File: src/rtl/uart_tx_pkg.sv
package uart_tx_pkg;

    localparam int MAX_SLOTS = 9;

    typedef enum logic [1:0] {
        WLEN_8  = 2'b00,
        WLEN_9  = 2'b01,
        WLEN_7  = 2'b10,
        WLEN_8X = 2'b11
    } wlen_e;

    typedef enum logic [1:0] {
        STOP_1  = 2'b00,
        STOP_1H = 2'b01,
        STOP_2  = 2'b10,
        STOP_2X = 2'b11
    } stop_e;

    typedef struct packed {
        wlen_e wlen;
        stop_e stop;
        logic  par_en;
        logic  par_odd;
        logic  sclk_en;
        logic  sclk_last;
    } line_cfg_t;

    // number of data slots in a frame (parity included)
    function automatic int slot_count(wlen_e w);
        case (w)
            WLEN_9:  return 9;
            WLEN_7:  return 7;
            default: return 8;
        endcase
    endfunction

    // stop period in half-bit units
    function automatic int stop_halves(stop_e s);
        case (s)
            STOP_1:  return 2;
            STOP_1H: return 3;
            default: return 4;
        endcase
    endfunction

    // build the slot vector: data masked to the slot count, parity in the top slot
    function automatic logic [MAX_SLOTS-1:0] pack_slots(
        logic [MAX_SLOTS-1:0] d, wlen_e w, logic pe, logic po);
        logic [MAX_SLOTS-1:0] r;
        logic                 p;
        int                   n;
        n = slot_count(w);
        r = '0;
        p = po;
        for (int i = 0; i < MAX_SLOTS; i++) begin
            if (i < n) r[i] = d[i];
            if (i < n - 1) p = p ^ d[i];
        end
        if (pe) begin
            for (int i = 0; i < MAX_SLOTS; i++) begin
                if (i == n - 1) r[i] = p;
            end
        end
        return r;
    endfunction

endpackage

File: src/rtl/utx_baud.sv
module utx_baud #(
    parameter int DIV_W = 16
) (
    input  logic             clk,
    input  logic             rst,
    input  logic             run,
    input  logic [DIV_W-1:0] div,
    output logic             tick
);
    logic [DIV_W-1:0] cnt;
    logic [DIV_W-1:0] lim;

    assign lim  = (div == '0) ? '0 : div - 1'b1;
    assign tick = run && (cnt >= lim);

    always_ff @(posedge clk) begin
        if (rst || !run) begin
            cnt <= '0;
        end else if (tick) begin
            cnt <= '0;
        end else begin
            cnt <= cnt + 1'b1;
        end
    end
endmodule

File: src/rtl/utx_hold.sv
module utx_hold #(
    parameter int DW = 9
) (
    input  logic          clk,
    input  logic          rst,
    input  logic          wr,
    input  logic [DW-1:0] wdata,
    input  logic          take,
    input  logic          frame_start,
    input  logic          quiet_end,
    output logic          full,
    output logic [DW-1:0] data,
    output logic          done
);
    always_ff @(posedge clk) begin
        if (rst) begin
            full <= 1'b0;
            data <= '0;
            done <= 1'b1;
        end else begin
            if (wr) data <= wdata;
            full <= wr | (full & ~take);
            if (wr || frame_start) begin
                done <= 1'b0;
            end else if (quiet_end) begin
                done <= 1'b1;
            end
        end
    end
endmodule

File: src/rtl/utx_shift.sv
module utx_shift
    import uart_tx_pkg::*;
#(
    parameter int OVS   = 16,
    parameter int CNT_W = 8
) (
    input  logic                 clk,
    input  logic                 rst,
    input  logic                 tick,
    input  logic                 go,
    input  logic                 idle_req,
    input  logic                 hold_full,
    input  logic [MAX_SLOTS-1:0] hold_data,
    input  line_cfg_t            cfg,
    output logic                 busy,
    output logic                 take,
    output logic                 idle_ack,
    output logic                 frame_start,
    output logic                 quiet_end,
    output logic                 txd,
    output logic                 sclk
);
    logic [CNT_W-1:0]     ftk;
    logic [CNT_W-1:0]     last_tk;
    logic [MAX_SLOTS-1:0] slots;
    logic [MAX_SLOTS-1:0] shifted;
    logic                 idle_fr;
    logic                 at_end;
    logic                 can_start;
    logic                 start_now;
    logic                 half;
    int                   nd;
    int                   bi;

    always_comb begin
        nd      = slot_count(cfg.wlen);
        last_tk = CNT_W'(OVS * (1 + nd) + (stop_halves(cfg.stop) * OVS) / 2 - 1);
        bi      = int'(ftk) / OVS;
        half    = (int'(ftk) % OVS) >= (OVS / 2);
    end

    assign at_end      = busy && tick && (ftk == last_tk);
    assign can_start   = go && (idle_req || hold_full);
    assign start_now   = (!busy || at_end) && can_start;
    assign take        = start_now && !idle_req;
    assign idle_ack    = start_now && idle_req;
    assign frame_start = start_now;
    assign quiet_end   = at_end && !hold_full && !idle_req;

    always_ff @(posedge clk) begin
        if (rst) begin
            busy    <= 1'b0;
            ftk     <= '0;
            idle_fr <= 1'b0;
            slots   <= '1;
        end else if (start_now) begin
            busy    <= 1'b1;
            ftk     <= '0;
            idle_fr <= idle_req;
            slots   <= idle_req ? '1 :
                       pack_slots(hold_data, cfg.wlen, cfg.par_en, cfg.par_odd);
        end else if (at_end) begin
            busy    <= 1'b0;
            ftk     <= '0;
            idle_fr <= 1'b0;
        end else if (busy && tick) begin
            ftk <= ftk + 1'b1;
        end
    end

    assign shifted = slots >> ((bi >= 1) ? (bi - 1) : 0);

    always_comb begin
        if (!busy || idle_fr) begin
            txd = 1'b1;
        end else if (bi == 0) begin
            txd = 1'b0;
        end else if (bi <= nd) begin
            txd = shifted[0];
        end else begin
            txd = 1'b1;
        end
    end

    assign sclk = busy && !idle_fr && cfg.sclk_en && (bi >= 1) && (bi <= nd) &&
                  ((bi != nd) || cfg.sclk_last) && half;
endmodule

File: src/rtl/uart_tx_core.sv
module uart_tx_core
    import uart_tx_pkg::*;
#(
    parameter int DIV_W = 16,
    parameter int OVS   = 16
) (
    input  logic                 clk,
    input  logic                 rst,
    input  logic [DIV_W-1:0]     cfg_div,
    input  logic [1:0]           cfg_wlen,
    input  logic [1:0]           cfg_stop,
    input  logic                 cfg_par_en,
    input  logic                 cfg_par_odd,
    input  logic                 cfg_ue,
    input  logic                 cfg_te,
    input  logic                 cfg_empty_ie,
    input  logic                 cfg_done_ie,
    input  logic                 cfg_sclk_en,
    input  logic                 cfg_sclk_last,
    input  logic                 wr_en,
    input  logic [MAX_SLOTS-1:0] wr_data,
    output logic                 txd,
    output logic                 sclk,
    output logic                 hold_empty,
    output logic                 tx_done,
    output logic                 irq
);
    localparam int CNT_W = $clog2(OVS * (MAX_SLOTS + 3) + 1);

    line_cfg_t            cfg;
    logic                 en;
    logic                 en_q;
    logic                 idle_req;
    logic                 tick;
    logic                 busy;
    logic                 take;
    logic                 idle_ack;
    logic                 frame_start;
    logic                 quiet_end;
    logic                 hold_full;
    logic [MAX_SLOTS-1:0] hold_data;

    assign cfg.wlen      = wlen_e'(cfg_wlen);
    assign cfg.stop      = stop_e'(cfg_stop);
    assign cfg.par_en    = cfg_par_en;
    assign cfg.par_odd   = cfg_par_odd;
    assign cfg.sclk_en   = cfg_sclk_en;
    assign cfg.sclk_last = cfg_sclk_last;

    assign en = cfg_ue && cfg_te;

    // an enable edge books one idle frame ahead of any data
    always_ff @(posedge clk) begin
        if (rst) begin
            en_q     <= 1'b0;
            idle_req <= 1'b0;
        end else begin
            en_q <= en;
            if (!en || idle_ack) begin
                idle_req <= 1'b0;
            end else if (!en_q) begin
                idle_req <= 1'b1;
            end
        end
    end

    utx_baud #(.DIV_W(DIV_W)) u_baud (
        .clk  (clk),
        .rst  (rst),
        .run  (busy),
        .div  (cfg_div),
        .tick (tick)
    );

    utx_hold #(.DW(MAX_SLOTS)) u_hold (
        .clk         (clk),
        .rst         (rst),
        .wr          (wr_en),
        .wdata       (wr_data),
        .take        (take),
        .frame_start (frame_start),
        .quiet_end   (quiet_end),
        .full        (hold_full),
        .data        (hold_data),
        .done        (tx_done)
    );

    utx_shift #(.OVS(OVS), .CNT_W(CNT_W)) u_shift (
        .clk         (clk),
        .rst         (rst),
        .tick        (tick),
        .go          (en),
        .idle_req    (idle_req),
        .hold_full   (hold_full),
        .hold_data   (hold_data),
        .cfg         (cfg),
        .busy        (busy),
        .take        (take),
        .idle_ack    (idle_ack),
        .frame_start (frame_start),
        .quiet_end   (quiet_end),
        .txd         (txd),
        .sclk        (sclk)
    );

    assign hold_empty = !hold_full;
    assign irq        = (hold_empty && cfg_empty_ie) || (tx_done && cfg_done_ie);
endmodule

File: config.mk
export PLATFORM = sky130hd
export DESIGN_NAME = uart_tx_core
export DESIGN_NICKNAME = d
export VERILOG_FILES = /design/src/rtl/uart_tx_pkg.sv /design/src/rtl/utx_baud.sv /design/src/rtl/utx_hold.sv /design/src/rtl/utx_shift.sv /design/src/rtl/uart_tx_core.sv
export SDC_FILE = /design/constraint.sdc
export NUM_CORES = 1
export LEC_CHECK = 0
export BUFFER_PORTS_ARGS = -buffer_cell sky130_fd_sc_hd__buf_4
export CORE_ASPECT_RATIO = 1.1
export CORE_MARGIN = 5
export CORE_UTILIZATION = 59
export DETAILED_ROUTE_END_ITERATION = 8
export HOLD_SLACK_MARGIN = 0.03
export PLACE_DENSITY = 0.85
export SLEW_MARGIN = 20
export SYNTH_ARGS = -nofsm -noshare
export SYNTH_HDL_FRONTEND = slang
export SYNTH_HIERARCHICAL = 1
export SYNTH_SLANG_ARGS = --single-unit
File: constraint.sdc
create_clock -name clk -period 6.8 [get_ports clk]
set_input_delay 2.04 -clock clk [delete_from_list [all_inputs] [get_ports clk]]
set_output_delay 2.04 -clock clk [all_outputs]
set_load 0.03 [all_outputs]
* Word level (Yosys, flattened, before mapping) *
Index checks and enable logic that the tools add are counted.

operators by class
  $add $sub $neg = 8
  $mul = 0
  divide/modulo/power cells = 0
  magnitude comparators = 22
  equal/unequal tests = 13
  shifts and indexed selects = 1
  multiplexer cells = 59
  bitwise operators = 12
  reductions and logical operators = 40

operators with widths
  cell                   count
  $lt 4x32->1 const A    8
  $eq 4x32->1 const A    4
  $lt 3x32->1 const A    4
  $mux 32                3
  $eq 3x32->1 const A    2
  $logic_not 32->1       2
  $lt 1x32->1 const A    2
  $lt 2x32->1 const A    2
  $lt 5x32->1 const A    2
  $mux 1                 51
  $eq 2x32->1 const A    1
  $eq 5x32->1 const A    1
  $shr 9x32->1           1
  $sub 32x2->32 const B  1
  $logic_and 1x1->1      18
  $mux 9                 2
  $add 16x1->16 const B  1
  $ge 16x16->1           1
  $logic_not 16->1       1
  $mux 16                1
  $sub 16x1->16 const B  1
  $xor 1x1->1            9
  $add 8x1->8 const B    1
  $add 8x7->8            1
  21 further kinds       35

storage, ports and cells
  register bits after elaboration = 48
  bits in latches = 0
  memory bits (writable) = 0
  bits in read-only memories = 0
  bits of input ports = 40
  output and inout bits = 5
  memories kept = 0

* Depth between registers and ports, before layout *
Gate-level depths: netlist of the first run.

  word-level depth = 49
  gate-level depth with buffers = 19
  mapped depth without buffers = 17

* Cells and area by module *
The synthesis of the first run kept the hierarchy.

by module, submodules not included
  module        times used  cells an instance  area an instance (µm²)
  utx_shift     1           193                1592.8
  utx_baud      1           185                1486.4
  utx_hold      1           36                 389.1
  uart_tx_core  1           9                  82.6

* Least setup slack after synthesis of the first run *
OpenSTA, ideal clock, no wires.

  path kind = input -> output
  start = input cfg_wlen[0]
  end = output sclk
  arrival time = 4269 ps
  required time = 4760 ps
  slack = 491 ps
  stages on the path = 11
  buffers on the path = 1
  cells stage by stage = inv_1 ha_1 clkbuf_1 inv_1 ha_1 nor2b_1 o21ai_0 nand2b_1 a21oi_1 o31a_1 nor3b_1

on the way
  cells in the longest elaborated chain, start to end = 6

RTL lines
  what                                                          line                              RTL
  start, declared                                               uart_tx_core.sv:10                input logic [1:0] cfg_wlen,
  $eq 2x2->1 / $eq 2x1->1 (equally long branches)               uart_tx_pkg.sv:30                 case (w)
  $pmux 4 s2 *                                                  uart_tx_pkg.sv:30
  $le 4x4->1 / $ne 4x4->1 (equally long branches)               utx_shift.sv:85, utx_shift.sv:86
  $logic_and 1x1->1 / $logic_or 1x1->1 (equally long branches)  utx_shift.sv:85, utx_shift.sv:86
  $logic_and 1x1->1 *                                           utx_shift.sv:85                   assign sclk = busy && !idle_fr && cfg.sclk_en && (bi >= 1) && (bi <= nd) &&
  $logic_and 1x1->1 *                                           utx_shift.sv:86                   ((bi != nd) || cfg.sclk_last) && half;
  end, declared                                                 uart_tx_core.sv:23                output logic sclk,

Every way passes the cells marked *; elsewhere a longest branch is shown, timed or not.

* Final worst setup path of the first run *
Same ends and word-level chain as after synthesis.

==> results.json, run 1 <==
{
  "outcome": "finished clean",
  "ir_drop_uv": 135,
  "grt_pass1_wl_microns": 13300,
  "whs_endpoint": "idle_req",
  "yosys_warnings": 6,
  "synth_nets": 499,
  "drt_pass1_iterations": 5,
  "period_needed_ns": 6.24,
  "antenna_found_initial": 0,
  "cts_tree": "yes",
  "cts_setup_buffers": 0,
  "routedWlPerCell_microns": 14.8,
  "slew_headroom_pct": 60.1,
  "hold_class": "reg -> reg",
  "gp_congestion": 0.837,
  "ios": 45,
  "grt_usage_pct": 20.3,
  "n_antenna_cell": 0,
  "synth-main-ff-cell": "dfxtp_1",
  "die_area_sq_um": 7670,
  "grt_pass1_vias": 3069,
  "layout-drive-gt1-share_pct": 15.1,
  "setup_viol": 0,
  "r2r.worst_path.cells": 12,
  "min_from": "en_q",
  "clkSlewWorstSetupHoldPaths_ns": 0.10,
  "maxSlewViolCount": 0,
  "reg2reg_from": "u_baud/cnt[0]",
  "path_class": "in -> out",
  "start_util_pct": 61.2,
  "synthCells": 423,
  "p_total_uw": 661,
  "leakage_nw": 1.70,
  "core_area_sq_um": 5810,
  "clock_skew_ns": 0.0101,
  "vias_per_cell": 6.04,
  "worstSetupEndpointType": "output pin",
  "ctsLongestPathBuffers": 2,
  "grt_max_degree": 19,
  "required_ns": 4.76,
  "root_buffer": "clkbuf_8",
  "cts_resized": 0,
  "htree_levels": 2,
  "fin_crit_sh_pct": 91.8,
  "syn_area_per_cell_sq_um": 8.39,
  "crit_arrival_ns": 4.20,
  "synth_area_leader_cell": "dfxtp_1",
  "rrSetupSlack_ns": 3.32,
  "final_nets": 538,
  "numPortBuffers": 44,
  "synth_top_area_share_pct": 27.1,
  "die_h_microns": 91.4,
  "rsz0062_at_grt": "false",
  "hpwlAfterDp_microns": 6120,
  "drt-total-wl_microns": 8010,
  "setup_tns_ns": 0,
  "synth_area_sq_um": 3550,
  "synthToLayoutAreaGrowth_pct": 14.8,
  "dieWidth_microns": 84.0,
  "drc_errors": 0,
  "grt.overflow.total": 0,
  "hold_depth": 1,
  "rows": 29,
  "ys_ff_latch": 48,
  "hold_buffers": 0,
  "yosysSeqAreaShare_pct": 27.1,
  "path_max_fanout": 8,
  "timing.fmax_ghz": 0.160,
  "synthArstFlopShare_pct": 0,
  "p_per_area_nw_per_um2": 162,
  "r2r-end": "u_shift/slots[6]",
  "numCtsBuffers": 5,
  "synth_enable_flop_cells": 0,
  "initialDrtViolationCount": 279,
  "ant_nets": 0,
  "n_fill_cell": 468,
  "ys_top_cells_by_area": "dfxtp_1, ha_1, xnor2_1, nand2_1, nor2_1",
  "maxCapViolCount": 0,
  "worst_pin_slew_ns": 0.598,
  "clock-sinks": 48,
  "hold_viol": 0,
  "ys_types": 60,
  "clk_latency_ns": 0.30,
  "via_count": 3261,
  "cp-start-kind": "input pin"
}
==> critical path, stage by stage <==
cell      delay [ns]
buf_4           0.12
inv_1           0.11
ha_1            0.35
inv_1           0.17
ha_1            0.32
nor2b_1         0.13
o21ai_0         0.16
nand2b_1        0.09
a21oi_1         0.15
o31a_1          0.17
nor3b_1         0.19
buf_4           0.19
==> cell type report <==
type                            count  area [sq um]  area share [%]
Multi-Input combinational cell    329          2400            58.9
Sequential cell                    48           961            23.6
Timing Repair Buffer               49           368            9.03
Inverter                           29           110            2.70
Tap cell                           77          96.3            2.36
Clock buffer                        5          68.8            1.69
Clock inverter                      3          68.8            1.69
==> synth_stat cells, drive strengths merged (2+ instances only) <==
| cell type | instances |
|---|---|
| inv | 28 |
| a21oi | 12 |
| nand4 | 10 |
| nor2b | 6 |
| xnor2 | 30 |
| a311oi | 2 |
| nor4 | 21 |
| xnor3 | 2 |
| dfxtp | 48 |
| o31ai | 3 |
| mux2i | 9 |
| o21a | 2 |
| mux2 | 2 |
| nor3b | 3 |
| o211ai | 2 |
| nand3 | 15 |
| nor2 | 37 |
| clkbuf | 12 |
| and3 | 5 |
| nand4b | 2 |
| xor2 | 15 |
| and4 | 3 |
| ha | 35 |
| o21ai | 15 |
| nand2 | 36 |
| nand3b | 2 |
| a2111oi | 5 |
| or3 | 3 |
| a21o | 3 |
| o31a | 4 |
| buf | 5 |
| nor3 | 17 |
| o221ai | 3 |
| nand2b | 7 |
| and2 | 3 |
==> worst max path at each step <==
stage                      from   end  slack, ns  cells after the start
detailed placement  cfg_wlen[0]  sclk       0.60                     12
floorplan           cfg_wlen[0]  sclk       0.49                     11
global placement    cfg_wlen[0]  sclk       0.71                     12
finish              cfg_wlen[0]  sclk       0.56                     12
global route        cfg_wlen[0]  sclk       0.40                     12
CTS                 cfg_wlen[0]  sclk       0.59                     12
==> report_power, final <==
| group | internal [mW] | switching [mW] | total (mW) |
|---|---|---|---|
| Sequential | 0.289 | 0.00827 | 0.297 |
| Combinational | 0.0543 | 0.0599 | 0.114 |
| Clock | 0.148 | 0.102 | 0.250 |
==> per-layer routing <==
layer,up-vias,share of wire [%],track usage [%]
li1,1593,-,-
met1,1544,47,27.4
met2,110,47,33.8
met3,14,5.4,3.08
met4,0,1.2,5.50
met5,-,0,0
==> per-stage QoR <==
step                util, %  instance area, sq um  worst slack, ns  hold WS [ns]  instances
floorplan                 -                  3550            0.491         0.409        423
global placement       67.8                  3940            0.710         0.426        532
detailed placement     67.8                  3940            0.597         0.427        532
CTS                    70.2                  4080            0.589         0.441        540
global route           70.2                  4080            0.399         0.458        540
finish                 70.2                  4080            0.555         0.442        540
==> layout by cell type, fill, tap and decap left out, types with 3 or more instances in the layout <==
cell / count
and2_1: 3
nor4_1: 21
or3_1: 3
ha_1: 35
nand3_1: 15
xnor2_1: 30
o221ai_1: 3
nand2_1: 36
clkbuf_8: 5
nand2b_1: 6
o31ai_1: 3
inv_1: 28
mux2i_1: 9
a21oi_1: 12
nor3_1: 17
nor3b_1: 3
nor2_1: 36
nand4_1: 9
nor2b_1: 6
xor2_1: 15
and4_1: 3
o31a_1: 4
o21ai_0: 15
and3_1: 5
dfxtp_1: 48
buf_4: 49
a21o_1: 3
==> flip-flops by register name, indices dropped and copies added, names as in the netlist <==
signal and count:
u_baud/cnt 16, u_hold/data 9, u_shift/slots 9, u_shift/ftk 8
en_q 1, idle_req 1, u_hold/done 1, u_hold/full 1
u_shift/busy 1, u_shift/idle_fr 1
==> cell families after synthesis <==
kind of cell | synth area share, %
AND/OR/NAND/NOR | 25.3
buffers and inverters | 5.29
adder cells (fa/ha/maj) | 12.9
flip-flops | 27.1
XOR/XNOR | 12.4
AO/OA/AOI/OAI | 14.0
multiplexers | 3.17
Power figures use the tool's default switching activity.
==> run 2: changes to the inputs <==
--- a/config.mk
+++ b/config.mk
@@ -7,11 +7,11 @@
 export LEC_CHECK = 0
 export BUFFER_PORTS_ARGS = -buffer_cell sky130_fd_sc_hd__buf_4
 export CORE_ASPECT_RATIO = 1.1
-export CORE_MARGIN = 5
 export CORE_UTILIZATION = 59
 export DETAILED_ROUTE_END_ITERATION = 8
 export HOLD_SLACK_MARGIN = 0.03
 export PLACE_DENSITY = 0.85
+export REMOVE_ABC_BUFFERS = 1
 export SLEW_MARGIN = 20
 export SYNTH_ARGS = -nofsm -noshare
 export SYNTH_HDL_FRONTEND = slang
==> run 2 against run 1 <==
First-iteration DRC count is 46% lower. Non-clock buffer count stayed put. Highest routed layer unchanged. Sequential cell count unchanged. Wire length shrank 1.1%. Largest cell class unchanged. Clock power down 4%.
==> results.json, run 2 (synthesized netlist as in run 1, its figures left out) <==
{
  "outcome": "finished clean",
  "setup_slack_ns": 0.545,
  "path_max_fanout": 8,
  "dieWidth_microns": 76.0,
  "hpwlAfterDp_microns": 6190,
  "final_nets": 538,
  "clk_latency_ns": 0.31,
  "p_per_area_nw_per_um2": 160,
  "top_regs": "u_baud/cnt x16, u_hold/data x9, u_shift/slots x9",
  "numCtsBuffers": 5,
  "final_cell_area_sq_um": 4070,
  "vias_per_cell": 5.80,
  "placed_cell_area_sq_um": 3940,
  "crit_arrival_ns": 4.22,
  "ir_drop_uv": 98.8,
  "numPortBuffers": 44,
  "required_ns": 4.76,
  "slew_headroom_pct": 62.1,
  "core_area_sq_um": 5770,
  "grt_max_degree": 19,
  "maxSlewViolCount": 0,
  "fin_util_pct": 70.5,
  "start_util_pct": 61.5,
  "grt_pass1_vias": 3080,
  "grt_pass1_wl_microns": 13500,
  "antenna_found_initial": 0,
  "grt.overflow.total": 0,
  "rsz0062_at_grt": "false",
  "dp_cells": 532,
  "drt_pass1_iterations": 4,
  "setup_viol": 0,
  "cts_tree": "yes",
  "drc_errors": 0,
  "clock_skew_ns": 0.00763,
  "fin_crit_sh_pct": 92.0,
  "hold_viol": 0,
  "ios": 45,
  "cp-start-kind": "input pin",
  "preCtsSetupSlack_ns": 0.569,
  "largest_reg_flops": 16,
  "layout_common_cells": "buf_4, dfxtp_1, nand2_1, nor2_1, ha_1",
  "ctsLongestPathBuffers": 2,
  "cts_setup_buffers": 0,
  "initialDrtViolationCount": 150,
  "cts_resized": 0,
  "fin_cells": 539,
  "maxCapViolCount": 0,
  "ant_nets": 0,
  "clkSlewWorstSetupHoldPaths_ns": 0.08,
  "via_count": 3125,
  "die_area_sq_um": 6330,
  "rows": 29,
  "grt_usage_pct": 26.0,
  "leakage_nw": 1.70,
  "setup_tns_ns": 0,
  "worst_pin_slew_ns": 0.568,
  "drt-total-wl_microns": 7920,
  "routedWlPerCell_microns": 14.7,
  "root_buffer": "clkbuf_8",
  "layout-drive-gt1-share_pct": 14.9,
  "hold_buffers": 0,
  "path_class": "in -> out",
  "n_antenna_cell": 0,
  "clock-sinks": 48,
  "gp_congestion": 0.941,
  "die_h_microns": 83.4,
  "htree_levels": 2,
  "largest_register": "u_baud/cnt",
  "synthToLayoutAreaGrowth_pct": 14.5,
  "worstSetupEndpointType": "output pin",
  "timing.fmax_ghz": 0.160,
  "layout_commonest_cell": "buf_4",
  "period_needed_ns": 6.26,
  "hold_class": "reg -> reg"
}
## run 2: cell types whose count changed in the layout (fill, tap and decap cells not counted)
cell,delta
inv_6,-1
## run 2: worst paths after layout
check	from	to	cells after the start	slack (ns)
setup / recovery	cfg_wlen[0]	txd	12	0.54
hold / removal	en_q	idle_req	1	0.44
hold reg to reg	en_q	idle_req	1	0.44
setup reg to reg	u_baud/cnt[0]	u_shift/slots[6]	12	3.37
## run 2: cell type report
class                   count  area [sq um]
clock buffers               5          68.8
clock inverters             2          60.1
fillers                   462          1700
inverters                  29           110
multi-input cells         329          2400
flip-flops and latches     48           961
well taps                  77          96.3
repair buffers             49           368
## run 2: power breakdown
group / internal [mW] / switching (mW)
clock network: 0.145 / 0.0950
registers: 0.289 / 0.00868
logic: 0.0542 / 0.0596
## run 2: metrics by stage
step                      hold WS, ns  power (mW)
after global placement          0.419       0.412
after detailed placement        0.434       0.416
after floorplan                 0.409       0.371
after global routing            0.451       0.677
final                           0.444       0.651
after CTS                       0.446       0.653
## run 2: critical path, cell delays in order
cell and delay (ns):
buf_4 0.12, inv_1 0.11, ha_1 0.36, inv_1 0.17
ha_1 0.33, nor2b_1 0.13, o21ai_0 0.08, nand2b_1 0.10
a21oi_1 0.07, o31a_1 0.30, a32oi_1 0.20, buf_4 0.20
## run 2: per-layer routing
metal	wire, microns	track usage, %	vias up
met1	3270	28.9	1446
met5	0	0	-
li1	-	-	1585
met3	276	2.53	15
met4	142	9.27	0
met2	4230	50.7	79
